`config.mk`:
```
export PLATFORM = sky130hd
export DESIGN_NAME = rx_ring_dma
export DESIGN_NICKNAME = d
export VERILOG_FILES = /design/src/rtl/rx_ring_pkg.sv /design/src/rtl/rx_ring_ctrl.sv /design/src/rtl/rx_ring_dpath.sv /design/src/rtl/rx_ring_dma.sv
export SDC_FILE = /design/constraint.sdc
export NUM_CORES = 1
export LEC_CHECK = 0
export BUFFER_PORTS_ARGS = -buffer_cell sky130_fd_sc_hd__clkbuf_2
export CAP_MARGIN = 20
export CORE_MARGIN = 2
export CORE_UTILIZATION = 51
export DETAILED_ROUTE_END_ITERATION = 8
export GPL_ROUTABILITY_DRIVEN = 0
export GPL_TIMING_DRIVEN = 0
export HOLD_SLACK_MARGIN = 0.02
export PLACE_DENSITY_LB_ADDON = 0.08
export SLEW_MARGIN = 5
export SYNTH_ARGS = -nofsm -noshare
export SYNTH_HDL_FRONTEND = slang
export SYNTH_HIERARCHICAL = 1
export SYNTH_SLANG_ARGS = --single-unit
```
`constraint.sdc`:
```
create_clock -name clk -period 3.5 [get_ports clk]
set_input_delay 0.35 -clock clk [delete_from_list [all_inputs] [get_ports clk]]
set_output_delay 0.35 -clock clk [all_outputs]
set_load 0.005 [all_outputs]
```
`src/rtl/rx_ring_pkg.sv`:
```
package rx_ring_pkg;
  typedef enum logic [1:0] {
    CAUSE_NONE  = 2'd0,
    CAUSE_FULL  = 2'd1,
    CAUSE_AGING = 2'd2,
    CAUSE_DELIM = 2'd3
  } closeCause_t;

  typedef struct packed {
    logic        wr;
    logic        close;
    closeCause_t cause;
    logic        errMark;
  } ctrlStrobe_t;

  localparam logic [7:0] FLAG_BYTE = 8'h7E;
endpackage

```
`src/rtl/rx_ring_ctrl.sv`:
```
module rx_ring_ctrl
  import rx_ring_pkg::*;
#(
  parameter int NUM_DESC = 4,
  parameter int BUF_LEN  = 16,
  parameter int AGE_W    = 8,
  localparam int IDX_W   = $clog2(NUM_DESC),
  localparam int CNT_W   = $clog2(BUF_LEN + 1)
) (
  input  logic             clk,
  input  logic             rstN,
  input  logic [7:0]       rxData,
  input  logic             rxValid,
  input  logic             bitTick,
  input  logic [AGE_W-1:0] agingLimit,
  input  logic             delimMode,
  input  logic [CNT_W-1:0] curCount,
  input  logic             curOwn,
  output ctrlStrobe_t      strb,
  output logic [IDX_W-1:0] curIdx,
  output logic             irqDone,
  output logic             irqErr
);
  logic [AGE_W-1:0] ageCnt;
  logic             ovrPend;
  logic             accept, drop, isFlag, fillsUp, agingArmed, ageHit;

  assign accept     = rxValid && curOwn;
  assign drop       = rxValid && !curOwn;
  assign isFlag     = delimMode && (rxData == FLAG_BYTE);
  assign fillsUp    = (curCount == CNT_W'(BUF_LEN - 1));
  assign agingArmed = !delimMode && curOwn && (curCount != '0);
  assign ageHit     = agingArmed && bitTick && !rxValid && (agingLimit != '0) &&
                      (({1'b0, ageCnt} + (AGE_W + 1)'(1)) >= {1'b0, agingLimit});

  always_comb begin
    strb.wr      = accept;
    strb.close   = (accept && (isFlag || fillsUp)) || ageHit;
    strb.errMark = ovrPend;
    if (accept) strb.cause = isFlag ? CAUSE_DELIM : CAUSE_FULL;
    else        strb.cause = CAUSE_AGING;
  end

  always_ff @(posedge clk) begin
    if (!rstN) begin
      ageCnt  <= '0;
      ovrPend <= 1'b0;
      curIdx  <= '0;
      irqDone <= 1'b0;
      irqErr  <= 1'b0;
    end else begin
      irqDone <= strb.close;
      irqErr  <= drop;
      if (accept || strb.close)
        ageCnt <= '0;
      else if (agingArmed && bitTick && (ageCnt != '1))
        ageCnt <= ageCnt + 1'b1;
      if (drop)
        ovrPend <= 1'b1;
      else if (strb.close)
        ovrPend <= 1'b0;
      if (strb.close)
        curIdx <= (curIdx == IDX_W'(NUM_DESC - 1)) ? '0 : curIdx + 1'b1;
    end
  end
endmodule

```
`src/rtl/rx_ring_dpath.sv`:
```
module rx_ring_dpath
  import rx_ring_pkg::*;
#(
  parameter int NUM_DESC = 4,
  parameter int BUF_LEN  = 16,
  localparam int IDX_W   = $clog2(NUM_DESC),
  localparam int CNT_W   = $clog2(BUF_LEN + 1),
  localparam int OFF_W   = $clog2(BUF_LEN)
) (
  input  logic                   clk,
  input  logic                   rstN,
  input  ctrlStrobe_t            strb,
  input  logic [IDX_W-1:0]       curIdx,
  input  logic [7:0]             rxData,
  input  logic                   hostGive,
  input  logic [IDX_W-1:0]       hostGiveIdx,
  input  logic [IDX_W-1:0]       descSel,
  output logic [CNT_W-1:0]       curCount,
  output logic                   curOwn,
  output logic                   descOwnEngine,
  output logic                   descDone,
  output logic                   descErr,
  output logic [CNT_W-1:0]       descCount,
  output logic [1:0]             descCause,
  output logic                   memWe,
  output logic [IDX_W+OFF_W-1:0] memAddr,
  output logic [7:0]             memWdata
);
  logic [CNT_W-1:0] cntArr   [NUM_DESC];
  logic             ownArr   [NUM_DESC];
  logic             doneArr  [NUM_DESC];
  logic             errArr   [NUM_DESC];
  closeCause_t      causeArr [NUM_DESC];

  for (genvar g = 0; g < NUM_DESC; g++) begin : gDesc
    logic [CNT_W-1:0] cntQ;
    logic             ownQ, doneQ, errQ;
    closeCause_t      causeQ;
    logic             engHit, giveHit;

    assign engHit  = (curIdx == IDX_W'(g)) && (strb.wr || strb.close);
    assign giveHit = hostGive && (hostGiveIdx == IDX_W'(g)) && !ownQ;

    always_ff @(posedge clk) begin
      if (!rstN) begin
        cntQ   <= '0;
        ownQ   <= 1'b1;
        doneQ  <= 1'b0;
        errQ   <= 1'b0;
        causeQ <= CAUSE_NONE;
      end else if (engHit) begin
        if (strb.wr) cntQ <= cntQ + 1'b1;
        if (strb.close) begin
          ownQ   <= 1'b0;
          doneQ  <= 1'b1;
          errQ   <= strb.errMark;
          causeQ <= strb.cause;
        end
      end else if (giveHit) begin
        cntQ   <= '0;
        ownQ   <= 1'b1;
        doneQ  <= 1'b0;
        errQ   <= 1'b0;
        causeQ <= CAUSE_NONE;
      end
    end

    assign cntArr[g]   = cntQ;
    assign ownArr[g]   = ownQ;
    assign doneArr[g]  = doneQ;
    assign errArr[g]   = errQ;
    assign causeArr[g] = causeQ;
  end

  assign curCount      = cntArr[curIdx];
  assign curOwn        = ownArr[curIdx];
  assign descOwnEngine = ownArr[descSel];
  assign descDone      = doneArr[descSel];
  assign descErr       = errArr[descSel];
  assign descCount     = cntArr[descSel];
  assign descCause     = causeArr[descSel];
  assign memWe         = strb.wr;
  assign memAddr       = {curIdx, curCount[OFF_W-1:0]};
  assign memWdata      = rxData;
endmodule

```
`src/rtl/rx_ring_dma.sv`:
```
module rx_ring_dma
  import rx_ring_pkg::*;
#(
  parameter int NUM_DESC = 4,
  parameter int BUF_LEN  = 16,
  parameter int AGE_W    = 8,
  localparam int IDX_W   = $clog2(NUM_DESC),
  localparam int CNT_W   = $clog2(BUF_LEN + 1),
  localparam int OFF_W   = $clog2(BUF_LEN)
) (
  input  logic                   clk,
  input  logic                   rstN,
  input  logic [7:0]             rxData,
  input  logic                   rxValid,
  input  logic                   bitTick,
  input  logic [AGE_W-1:0]       agingLimit,
  input  logic                   delimMode,
  input  logic                   hostGive,
  input  logic [IDX_W-1:0]       hostGiveIdx,
  input  logic [IDX_W-1:0]       descSel,
  output logic                   descOwnEngine,
  output logic                   descDone,
  output logic                   descErr,
  output logic [CNT_W-1:0]       descCount,
  output logic [1:0]             descCause,
  output logic [IDX_W-1:0]       curIdx,
  output logic                   memWe,
  output logic [IDX_W+OFF_W-1:0] memAddr,
  output logic [7:0]             memWdata,
  output logic                   irqDone,
  output logic                   irqErr
);
  ctrlStrobe_t      strb;
  logic [CNT_W-1:0] curCount;
  logic             curOwn;

  rx_ring_ctrl #(.NUM_DESC(NUM_DESC), .BUF_LEN(BUF_LEN), .AGE_W(AGE_W)) uCtrl (
    .clk(clk), .rstN(rstN), .rxData(rxData), .rxValid(rxValid), .bitTick(bitTick),
    .agingLimit(agingLimit), .delimMode(delimMode), .curCount(curCount), .curOwn(curOwn),
    .strb(strb), .curIdx(curIdx), .irqDone(irqDone), .irqErr(irqErr)
  );

  rx_ring_dpath #(.NUM_DESC(NUM_DESC), .BUF_LEN(BUF_LEN)) uDpath (
    .clk(clk), .rstN(rstN), .strb(strb), .curIdx(curIdx), .rxData(rxData),
    .hostGive(hostGive), .hostGiveIdx(hostGiveIdx), .descSel(descSel),
    .curCount(curCount), .curOwn(curOwn), .descOwnEngine(descOwnEngine),
    .descDone(descDone), .descErr(descErr), .descCount(descCount), .descCause(descCause),
    .memWe(memWe), .memAddr(memAddr), .memWdata(memWdata)
  );
endmodule

```
==> summary.md, run 1 <==
| Metric | Value |
|---|---|
| Status | finished, final reports clean |
| Period utilization | 94.9% |
| Arrival time at the worst endpoint | 3.56 ns |
| Flip-flop and latch area | 0.00107 mm2 |
| TritonCTS Buffers | 5 |
| FP Rows | 29 |
| Detailed-route via count | 2981 |
| Die height | 84.1 um |
| Clk pwr share | 32.5% |
| Mapped Area | 0.00327 mm2 |
| Reg-to-Reg End | uDpath/gDesc[0].causeQ[1]$_SDFFE_PN0P_ |
| CP Class | reg2reg |
| Area growth syn-to-layout | 17.4% |
| CTS tree | built |
| Switching Share | 25.2% |
| Clock Latency Late Sink | 0.31 ns |
| Int Pwr | 822 uW |
| Fin. Hold Viols | 0 |
| Synth warn | 6 |
| Setup TNS | 0 ns |
| Die area | 0.00707 mm2 |
| Final core utilization | 61.2% |
| Global-route wire length before repair | 13200 um |
| Worst path cell trace | ha_2 > nand3_2 > or2_2 > xnor2_1 > ha_1 > and3_1 > o2111ai_1 > o211a_2 > o21ai_2 > buf_6 > nor2_4 > o31ai_4 > buf_6 > nand3_1 > a21oi_1 |
| P_leak | 0.00157 uW |
| Number of port buffers | 52 |
| Peak supply drop | 0.228 mV |
| CP dominant cell by count | buf_6 |
| Worst path slowest cell | dfxtp_4 |
| Residual DRC | 0 |
| Sw Pwr | 277 uW |
| Fin nets | 471 |
| Comb power frac | 12.0% |
| Number of library cell types mapped by synthesis | 57 |
| FF+latch count, synth | 53 |
| Worst Setup SP | uCtrl/ageCnt[0]$_SDFFE_PP0P_ |
| GRT Total Usage | 23.0% |
| Reg2Reg Depth | 15 |
| Clk buf depth | 2 |
| Wire length per cell after detailed routing | 15.4 um |
| R2r startpoint | uCtrl/ageCnt[0]$_SDFFE_PP0P_ |
| Startpoint types | flop |
| Fin Hold WS | 0.396 ns |
| Filler cells | 597 |
| Number of diodes | 0 |
| Vias in the first global route | 2754 |
| Worst reg-to-reg setup slack | 0.18 ns |
| Slew headroom | 53.0% |
| Most used DFF post-synth | dfxtp_1 |
| CTS H-tree depth | 2 |
| Critical path buffer and inverter count | 2 |
| Max-slew violations | 0 |
| Sequential Power Share | 55.6% |
| Number of enable flip-flop cells after synthesis | 0 |
| Syn_nets | 408 |
| Most frequent cells in the layout | clkbuf_2 (52), dfxtp_1 (49), nand2_1 (44) |
| Initial antenna violation count | 0 |
| Crit path largest cell delay | 0.38 ns |
| Endpoint class of the critical path | flop |
| Max-Cap Viols | 0 |
| Multi-input gate area | 0.00203 mm2 |
| CP Depth | 15 |
| Delay-heaviest family, CP | compound AO/OA/AOI/OAI gates |
| Worst Path Max Fanout | 9 |
| Setup-failing EPs final | 0 |
| Drt first pass iters | 4 |
| Largest net degree at the start of global routing | 16 |
| RSZ-0062 raised after global routing | false |
| Fraction of registers with async set/reset | 0% |
| Initial Utilization | 52.1% |
| Root buffer cell | clkbuf_8 |
| Die width | 84.1 um |
| Cells after Synth | 368 |
| Commonest non-fill, non-tap cell in the layout | clkbuf_2 |
| Syn Area/Cell | 8.89 um2 |
| Data required, critical path | 3.74 ns |
| Total power | 1100 uW |
| Iteration-0 DRC Markers | 116 |
| CORE AREA | 0.00628 mm2 |
| Clock transition at path regs | 0.10 ns |
| Slew of the pin with the lowest slew margin | 0.700 ns |
| GRT overflow | 0 |
| Fmax | 301 MHz |
| Placed Area | 0.00363 mm2 |
| Critical path destination | uDpath/gDesc[0].causeQ[1]$_SDFFE_PN0P_ |
| Final ANT Viol Nets | 0 |
| Vias per cell | 5.87 |
| Total clock sinks | 53 |
| Layout cell share with drive strength beyond 1 | 30.2% |
| Seq/Total Area, Yosys | 32.4% |
| DP Wirelength | 6060 um |
| I/O pin total | 55 |
| Hold Path Class | in2reg |
| Design area | 0.00384 mm2 |
| Setup Skew | 0.00930 ns |
| P per Cell Area | 286 mW/mm2 |
| Minimum clock period | 3.32 ns |
| Final WL | 7840 um |
==> timing repair <==
item	CTS	global route
hold buffers	0	0
buffers inserted	2	3
pin swaps	2	7
setup endpoints to repair	40	38
gates resized for setup	7	18
==> state kept, by name, indices dropped and copies added, names as in the netlist <==
| register | flops |
|---|---|
| uCtrl/ageCnt | 8 |
| uCtrl/curIdx | 2 |
| uCtrl/irqDone | 1 |
| uCtrl/irqErr | 1 |
| uCtrl/ovrPend | 1 |
| uDpath/gDesc.causeQ | 8 |
| uDpath/gDesc.cntQ | 20 |
| uDpath/gDesc.doneQ | 4 |
| uDpath/gDesc.errQ | 4 |
| uDpath/gDesc.ownQ | 4 |
==> how the worst min path moves through the flow <==
stage                                                 startpoint  cells past startpoint  slack (ns)                                      to
after floorplan               uDpath/gDesc[1].doneQ$_SDFFE_PN0P_                      2        0.43      uDpath/gDesc[1].doneQ$_SDFFE_PN0P_
after CTS                                                rxValid                      2        0.39                 uCtrl/irqErr$_SDFF_PN0_
final                                                    rxValid                      2        0.40                 uCtrl/irqErr$_SDFF_PN0_
after global placement    uDpath/gDesc[2].causeQ[0]$_SDFFE_PN0P_                      2        0.45  uDpath/gDesc[2].causeQ[0]$_SDFFE_PN0P_
after detailed placement       uDpath/gDesc[3].errQ$_SDFFE_PN0P_                      2        0.46       uDpath/gDesc[3].errQ$_SDFFE_PN0P_
after global routing                                     rxValid                      2        0.42                 uCtrl/irqErr$_SDFF_PN0_
==> power groups by stage <==
stage                     combinational, uW  clock (uW)  sequential, uW
final                                   131         357             611
after global routing                    145         391             612
after CTS                               128         372             612
after detailed placement                126           0             626
after global placement                  123           0             625
after floorplan                        79.8           0             624
==> kinds of logic (layout without fill, tap and decap cells) <==
group | count (synthesis) | after routing | share of synthesized area, %
flip-flops | 53 | 53 | 32.4
adder cells (fa/ha/maj) | 14 | 14 | 5.36
multiplexers | 16 | 16 | 11.0
AO/OA/AOI/OAI | 76 | 76 | 16.8
AND/OR/NAND/NOR | 156 | 156 | 23.6
XOR/XNOR | 12 | 12 | 3.21
buffers and inverters | 41 | 104 | 7.54
==> layer usage <==
| layer | global-route usage, % | vias up | wire, um |
|---|---|---|---|
| li1 | - | 1463 | - |
| met1 | 30.9 | 1403 | 3560 |
| met2 | 38.4 | 106 | 3710 |
| met3 | 4.35 | 9 | 474 |
| met4 | 5.13 | 0 | 87 |
| met5 | 0 | - | 0 |
==> through the flow <==
stage | worst slack [ns] | cells
final | 0.178 | 508
after global routing | 0.00955 | 508
after CTS | -0.0898 | 506
after detailed placement | -0.285 | 497
after global placement | -0.248 | 497
after floorplan | 0.229 | 368
==> cell type report <==
cell class / count / share of cell area [%]
sequential: 53 / 27.9
timing repair buffer: 57 / 7.85
clock inverter: 1 / 0.195
multi-input combinational: 274 / 52.8
inverter: 10 / 0.977
clock buffer: 6 / 2.15
buffer: 30 / 5.67
tap: 77 / 2.51
==> synthesized netlist by cell type, types with 5 or more instances <==
master / instances / area (um2)
a21o_1: 5 / 37.5
a21oi_1: 20 / 100
a31oi_1: 8 / 50.1
and2_1: 10 / 62.6
buf_4: 21 / 158
dfxtp_1: 53 / 1060
ha_1: 14 / 175
inv_1: 10 / 37.5
mux4_2: 16 / 360
nand2_1: 46 / 173
nand2b_1: 5 / 31.3
nand3_1: 30 / 150
nand4_1: 5 / 31.3
nor2_1: 30 / 113
nor3_1: 7 / 35.0
o21ai_0: 10 / 50.1
xnor2_1: 10 / 87.6
(Power assumes the default switching activity.)
==> run 2, diff against run 1 <==
Settings changed: SYNTH_HIERARCHICAL 1 to default.
==> summary.md, run 2 <==
| Metric | Value |
|---|---|
| Status | finished, final reports clean |
| Synth warn | 0 (-6) |
| TritonCTS Buffers | 5 (unchanged) |
| Drt first pass iters | 5 (+1) |
| Iteration-0 DRC Markers | 247 (+110%) |
| Fin. Hold Viols | 0 (unchanged) |
| Endpoint class of the critical path | flop |
| CTS tree | built |
| Worst reg-to-reg setup slack | 0.23 ns (+0.05 ns) |
| Seq/Total Area, Yosys | 31.3% (-1.1 points) |
| Initial Utilization | 53.0% (+0.89 points) |
| Fmax | 306 MHz (+1.7%) |
| Layout cell share with drive strength beyond 1 | 26.2% (-4.0 points) |
| Ranking of synthesized cells by area | dfxtp_1 (31%), mux4_2 (10%), ha_1 (6.3%), nand3_1 (5.0%), nor2_1 (3.1%) |
| Slew headroom | 42.2% (-11 points) |
| Syn_nets | 418 (+2.5%) |
| Mux cell area share after synthesis | 11.8% (+0.78 points) |
| Hold Buf Count CTS | 0 (unchanged) |
| Hold Path Class | in2reg |
| Initial antenna violation count | 0 (unchanged) |
| Data required, critical path | 3.68 ns (-0.06 ns) |
| P per Cell Area | 281 mW/mm2 (-1.7%) |
| Delay-heaviest family, CP | compound AO/OA/AOI/OAI gates |
| Number of library cell types mapped by synthesis | 60 (+5.3%) |
| Setup-failing EPs final | 0 (unchanged) |
| P_leak | 0.00153 uW (-2.3%) |
| Die width | 85.5 um (+1.6%) |
| Max reg flops | 20 (unchanged) |
| Post-Synth XOR/XNOR Area | 3.11% (-0.11 points) |
| Global-route wire length before repair | 14700 um (+12%) |
| CTS H-tree depth | 2 (unchanged) |
| Flip-flop and latch area | 0.00106 mm2 (-0.93%) |
| Most used DFF post-synth | dfxtp_1 |
| Critical path buffer and inverter count | 0 (-2) |
| Residual DRC | 0 (unchanged) |
| Top reg by flops | uDpath.gDesc.cntQ |
| CP Class | reg2reg |
| Peak supply drop | 0.260 mV (+14%) |
| Fin nets | 478 (+1.5%) |
| Switching Share | 25.4% (+0.18 points) |
| Detailed-route via count | 3107 (+4.2%) |
| Clock Latency Late Sink | 0.30 ns (about the same) |
| Synth Area in Compound Gates | 21.1% (+4.3 points) |
| Synth Area in Simple Gates | 18.4% (-5.2 points) |
| Period utilization | 93.4% (-1.5 points) |
| Multi-input gate area | 0.00206 mm2 (+1.8%) |
| Syn Area/Cell | 9.03 um2 (+1.5%) |
| Wire length per cell after detailed routing | 17.3 um (+12%) |
| Comb power frac | 10.3% (-1.7 points) |
| Final ANT Viol Nets | 0 (unchanged) |
| Clock transition at path regs | 0.09 ns (about the same) |
| Setup WS pre-CTS | -0.0579 ns (+0.227 ns) |
| FF+latch count, synth | 53 (unchanged) |
| Vias per cell | 6.07 (+3.4%) |
| Cells after Synth | 375 (+1.9%) |
| Max-Cap Viols | 0 (unchanged) |
| Int Pwr | 808 uW (-1.7%) |
| Sequential Power Share | 56.3% (+0.7 points) |
| Area growth syn-to-layout | 13.7% |
| Filler cells | 568 (-4.9%) |
| Worst path cell trace | ha_2 > nand3_2 > nor2_4 > xor2_1 > ha_1 > a21oi_1 > nor2b_1 > a311o_1 > o31ai_4 > o21ai_2 > a21boi_1 > o22ai_1 |
| RSZ-0062 raised after global routing | false |
| I/O pin total | 55 (unchanged) |
| Number of port buffers | 51 (-1.9%) |
| Synth area leader | dfxtp_1 |
| Die height | 85.5 um (+1.6%) |
| Most frequent cells in the layout | dfxtp_1 (53), clkbuf_2 (51), nand3_1 (34) |
| Number of enable flip-flop cells after synthesis | 0 (unchanged) |
| Number of diodes | 0 (unchanged) |
| Clk pwr share | 33.4% (+0.9 points) |
| GRT overflow | 0 (unchanged) |
| Post-synth top cells | dfxtp_1 (53), nand3_1 (34), nor2_1 (28) |
| Worst path slowest cell | a21boi_1 |
| Commonest non-fill, non-tap cell in the layout | dfxtp_1 |
| CORE AREA | 0.00639 mm2 (+1.7%) |
| Mapped Area | 0.00338 mm2 (+3.5%) |
| Largest net degree at the start of global routing | 16 (unchanged) |
| Top-count cell post-synth | dfxtp_1 |
| Sw Pwr | 275 uW (-0.78%) |
| Max-slew violations | 0 (unchanged) |
| Total clock sinks | 53 (unchanged) |
| Setup TNS | 0 ns (unchanged) |
| Setup ws final | 0.232 ns (+0.0542 ns) |
| Crit path largest cell delay | 0.49 ns (+0.11 ns) |
| Largest family of logic cells by synthesized area | compound AO/OA/AOI/OAI gates |
| Post-Synth Adder-Cell Area | 6.28% (+0.93 points) |
| Die area | 0.00730 mm2 (+3.3%) |
| DP Wirelength | 6560 um (+8.2%) |
| Vias in the first global route | 2927 (+6.3%) |
| Slew of the pin with the lowest slew margin | 0.867 ns (+0.166 ns) |
| Arrival time at the worst endpoint | 3.44 ns (-0.12 ns) |
| Root buffer cell | clkbuf_8 |
| Startpoint types | flop |
| Fraction of registers with async set/reset | 0% (unchanged) |
| FP Rows | 29 (unchanged) |
| Final WL | 8880 um (+13%) |
| Worst Path Max Fanout | 6 (-3) |
| GRT Total Usage | 25.5% (+2.5 points) |
| Largest regs | uDpath.gDesc.cntQ (20), uCtrl.ageCnt (8), uDpath.gDesc.causeQ (8) |
| Clk buf depth | 2 (unchanged) |
| Setup Skew | 0.00592 ns (-0.00338 ns) |
| Minimum clock period | 3.27 ns (-0.0542 ns) |
| Synth top area share | 31.3% (-1.1 points) |
-- run 2: cells by family (layout without fill, tap and decap cells) --
group | count (synthesis) | in the layout
and+or+nand+nor | 126 | 126
AOI/OAI and AO/OA | 95 | 95
DFF | 53 | 53
buffers and inverters | 51 | 111
muxes | 21 | 21
adders and majority gates | 17 | 17
xor gates and xnor gates | 12 | 12
-- run 2: final timing paths --
| check | start | endpoint | depth (start not counted) |
|---|---|---|---|
| hold reg to reg | uDpath.gDesc[3].errQ$_SDFFE_PN0P_ | uDpath.gDesc[3].errQ$_SDFFE_PN0P_ | 1 |
| setup reg to reg | uCtrl.ageCnt[0]$_SDFFE_PP0P_ | uDpath.gDesc[2].errQ$_SDFFE_PN0P_ | 12 |
| hold / removal | rxValid | uCtrl.irqErr$_SDFF_PN0_ | 2 |
| setup / recovery | uCtrl.ageCnt[0]$_SDFFE_PP0P_ | uDpath.gDesc[2].errQ$_SDFFE_PN0P_ | 12 |
-- run 2: timing repair --
item	CTS	global route
setup buffers	2	0
resized for setup	0	2
pin swaps	1	0
endpoints found under the setup margin	6	10
-- run 2: per-layer routing --
layer  global-route usage (%)  up-vias  wire, um
met4                     5.63        0       114
met3                     3.79       10       550
met1                     35.6     1458      3980
met2                     41.9      125      4240
met5                        0        -         0
li1                         -     1514         -
-- run 2: per-stage QoR --
| stage | instances | instance area, um2 | power, uW | util [%] | hold WS [ns] |
|---|---|---|---|---|---|
| after floorplan | 375 | 3380 | 689 | - | 0.427 |
| after global placement | 503 | 3740 | 733 | 58.5 | 0.451 |
| after detailed placement | 503 | 3740 | 734 | 58.5 | 0.457 |
| after CTS | 512 | 3840 | 1090 | 60.1 | 0.373 |
| after global routing | 512 | 3850 | 1130 | 60.3 | 0.380 |
| final | 512 | 3850 | 1080 | 60.3 | 0.383 |
-- run 2: cell type report --
| cell class | instances | share of cell area (%) |
|---|---|---|
| Multi-Input combinational cell | 271 | 53.6 |
| Tap cell | 77 | 2.50 |
| Inverter | 20 | 2.02 |
| Timing Repair Buffer | 53 | 7.02 |
| Clock buffer | 6 | 2.15 |
| Clock inverter | 1 | 0.195 |
| Sequential cell | 53 | 27.6 |
| Buffer | 31 | 4.94 |
-- run 2: power groups by stage --
stage / Clock, uW / Sequential, uW / Combinational (uW)
final: 362 / 609 / 112
after global routing: 394 / 610 / 123
after CTS: 370 / 609 / 112
after detailed placement: 0 / 623 / 111
after global placement: 0 / 623 / 110
after floorplan: 0 / 622 / 67.5
==> run 3, diff against run 2 <==
Settings changed: BUFFER_PORTS_ARGS -buffer_cell sky130_fd_sc_hd__clkbuf_2 to -buffer_cell sky130_fd_sc_hd__buf_2, MAX_ROUTING_LAYER from default to met4.
==> summary.md, run 3 (synthesis gave the netlist of run 2 again) <==
| Metric | Value |
|---|---|
| R2r startpoint | uCtrl.ageCnt[0]$_SDFFE_PP0P_ |
| Arrival time at the worst endpoint | 3.50 ns (+0.06 ns) |
| Vias per cell | 6.06 (about the same) |
| Max-slew violations | 0 (unchanged) |
| Hold Path Class | in2reg |
| Reg-to-Reg End | uCtrl.ageCnt[6]$_SDFFE_PP0P_ |
| Largest regs | uDpath.gDesc.cntQ (20), uCtrl.ageCnt (8), uDpath.gDesc.causeQ (8) |
| Dpl cells | 503 (unchanged) |
| GRT overflow | 0 (unchanged) |
| Vias in the first global route | 2908 (-0.65%) |
| Global-route wire length before repair | 14400 um (-2.2%) |
| Design area | 0.00385 mm2 (about the same) |
| Reg2Reg Depth | 13 (+1) |
| Hold Crit Start | rxValid |
| Worst Path Max Fanout | 8 (+2) |
| Wire length per cell after detailed routing | 17.5 um (+0.72%) |
| Setup-failing EPs final | 0 (unchanged) |
| FP Rows | 29 (unchanged) |
| Crit path largest cell delay | 0.40 ns (-0.09 ns) |
| CP Class | reg2reg |
| Detailed-route via count | 3110 (+0.097%) |
| Setup WS pre-CTS | -0.0769 ns (-0.0190 ns) |
| Top reg by flops | uDpath.gDesc.cntQ |
| P_leak | 0.00154 uW (+0.85%) |
| Fin. Hold Viols | 0 (unchanged) |
| Iteration-0 DRC Markers | 214 (-13%) |
| Hold Buf Count CTS | 0 (unchanged) |
| CP dominant cell by count | ha_1 |
| Cells on Worst Hold Path | 2 (unchanged) |
| Final WL | 8960 um (+0.91%) |
| Setup Skew | 0.00813 ns (+0.00221 ns) |
| Minimum clock period | 3.26 ns (-0.00937 ns) |
| Startpoint types | flop |
| Peak supply drop | 0.266 mV (+2.1%) |
| Setup TNS | 0 ns (unchanged) |
| Initial antenna violation count | 0 (unchanged) |
| CTS H-tree depth | 2 (unchanged) |
| Initial Utilization | 53.0% (unchanged) |
| TritonCTS Buffers | 5 (unchanged) |
| Largest net degree at the start of global routing | 17 (+1) |
| CORE AREA | 0.00639 mm2 (unchanged) |
| Number of port buffers | 51 (unchanged) |
| Data required, critical path | 3.74 ns (+0.06 ns) |
| Slew headroom | 43.7% (+1.5 points) |
| Worst Hold Path EP | uCtrl.irqErr$_SDFF_PN0_ |
| Residual DRC | 0 (unchanged) |
| GRT Max-Usage Layer | met2 |
| Clock transition at path regs | 0.10 ns (about the same) |
| Worst path slowest cell | dfxtp_1 |
| Setup ws final | 0.242 ns (+0.00937 ns) |
| Die width | 85.5 um (unchanged) |
| P per Cell Area | 280 mW/mm2 (-0.30%) |
| Area growth syn-to-layout | 13.6% (about the same) |
| Status | finished, final reports clean |
| Final ANT Viol Nets | 0 (unchanged) |
| DP Wirelength | 6590 um (+0.53%) |
| Fin cells | 513 (+0.20%) |
| Die height | 85.5 um (unchanged) |
| Drt first pass iters | 4 (-1) |
| Endpoint class of the critical path | flop |
| Met2 Use GR | 42.1% (+0.21 points) |
| Clock Latency Late Sink | 0.32 ns (+0.02 ns) |
| Placed Area | 0.00374 mm2 (unchanged) |
| Die area | 0.00730 mm2 (unchanged) |
| Worst path cell trace | ha_1 > nand3_2 > nor2_4 > xor2_1 > ha_1 > a21oi_1 > nor2b_1 > a311o_1 > o31ai_4 > o21ai_2 > or2_1 > clkbuf_1 > nor3_1 |
| Period utilization | 93.1% (-0.27 points) |
| Max-Cap Viols | 0 (unchanged) |
| I/O pin total | 55 (unchanged) |
| Number of diodes | 0 (unchanged) |
| GR Util met1 | 34.1% (-1.5 points) |
| Layout cell share with drive strength beyond 1 | 26.4% (+0.17 points) |
| Slew of the pin with the lowest slew margin | 0.844 ns (-0.0229 ns) |
| Most frequent cells in the layout | buf_2 (53), dfxtp_1 (53), nand3_1 (34) |
| Fmax | 307 MHz (+0.29%) |
| Total clock sinks | 53 (unchanged) |
| Root buffer cell | clkbuf_8 |
| Fin nets | 478 (unchanged) |
| Clk buf depth | 2 (unchanged) |
| CTS tree | built |
| GRT Total Usage | 25.9% (+0.42 points) |
| RSZ-0062 raised after global routing | false |
| Max reg flops | 20 (unchanged) |
| Worst reg-to-reg setup slack | 0.24 ns (about the same) |
| Met3 Usage GRT | 3.40% (-0.39 points) |
run 3: cell types whose count changed in the layout (fill, tap and decap cells not counted):
cell	delta
a21boi_1	-1
a21boi_2	+1
clkbuf_2	-51
clkbuf_8	-1
ha_1	+1
buf_2	+51
clkinv_2	+2
ha_2	-1
run 3: what timing repair did:
item                       in CTS  in global routing
cloned                          0                  0
pin swaps                       1                  1
setup buffers                   2                  0
gates resized for setup         1                  1
setup endpoints to repair       7                  6
run 3: worst max path at each step:
stage | startpoint | to | slack (ns) | cells past startpoint
final | uCtrl.ageCnt[0]$_SDFFE_PP0P_ | uCtrl.ageCnt[6]$_SDFFE_PP0P_ | 0.24 | 13
after floorplan | uCtrl.ageCnt[0]$_SDFFE_PP0P_ | uCtrl.ageCnt[6]$_SDFFE_PP0P_ | 0.47 | 13
after detailed placement | uCtrl.ageCnt[0]$_SDFFE_PP0P_ | uDpath.gDesc[2].errQ$_SDFFE_PN0P_ | -0.08 | 12
after CTS | uCtrl.ageCnt[0]$_SDFFE_PP0P_ | uCtrl.ageCnt[6]$_SDFFE_PP0P_ | 0.12 | 13
after global routing | uCtrl.ageCnt[0]$_SDFFE_PP0P_ | uCtrl.ageCnt[6]$_SDFFE_PP0P_ | 0.01 | 13
after global placement | uCtrl.ageCnt[0]$_SDFFE_PP0P_ | uDpath.gDesc[2].errQ$_SDFFE_PN0P_ | -0.04 | 12
run 3: through the flow:
stage / utilization (%) / hold slack, ns / power (uW)
after detailed placement: 58.5 / 0.464 / 733
after CTS: 60.1 / 0.350 / 1080
after global placement: 58.5 / 0.453 / 732
after floorplan: - / 0.427 / 689
after global routing: 60.2 / 0.364 / 1110
final: 60.2 / 0.353 / 1080
run 3: cell type report:
cell class                      count  area (um2)
Buffer                             31         190
Tap cell                           77        96.3
Sequential cell                    53        1060
Multi-Input combinational cell    271        2060
Fill cell                         588        2540
Timing Repair Buffer               53         270
Clock buffer                        5        68.8
Clock inverter                      3        17.5
Inverter                           20        77.6
run 3: where the power goes:
group	total [uW]	leakage [uW]	switching (uW)	internal (uW)
registers	609	0.000427	3.88	605
clock network	358	0.0000439	219	139
logic	111	0.00107	65.6	45.7
run 3: metal layers:
metal / share of wire [%] / up-vias / routed length, um
met1: 46 / 1475 / 4100
li1: - / 1506 / -
met4: 1.4 / 0 / 127
met5: 0 / - / 0
met3: 5.3 / 17 / 474
met2: 48 / 112 / 4260
run 3: worst max-delay path, delay by kind of cell (launching register included):
kind,cells,cell delay (ns)
compound gates,4,1.06
xor+xnor,1,0.18
fa+ha+maj,2,0.50
buf+inv,1,0.20
flops,1,0.40
simple gates,5,0.84
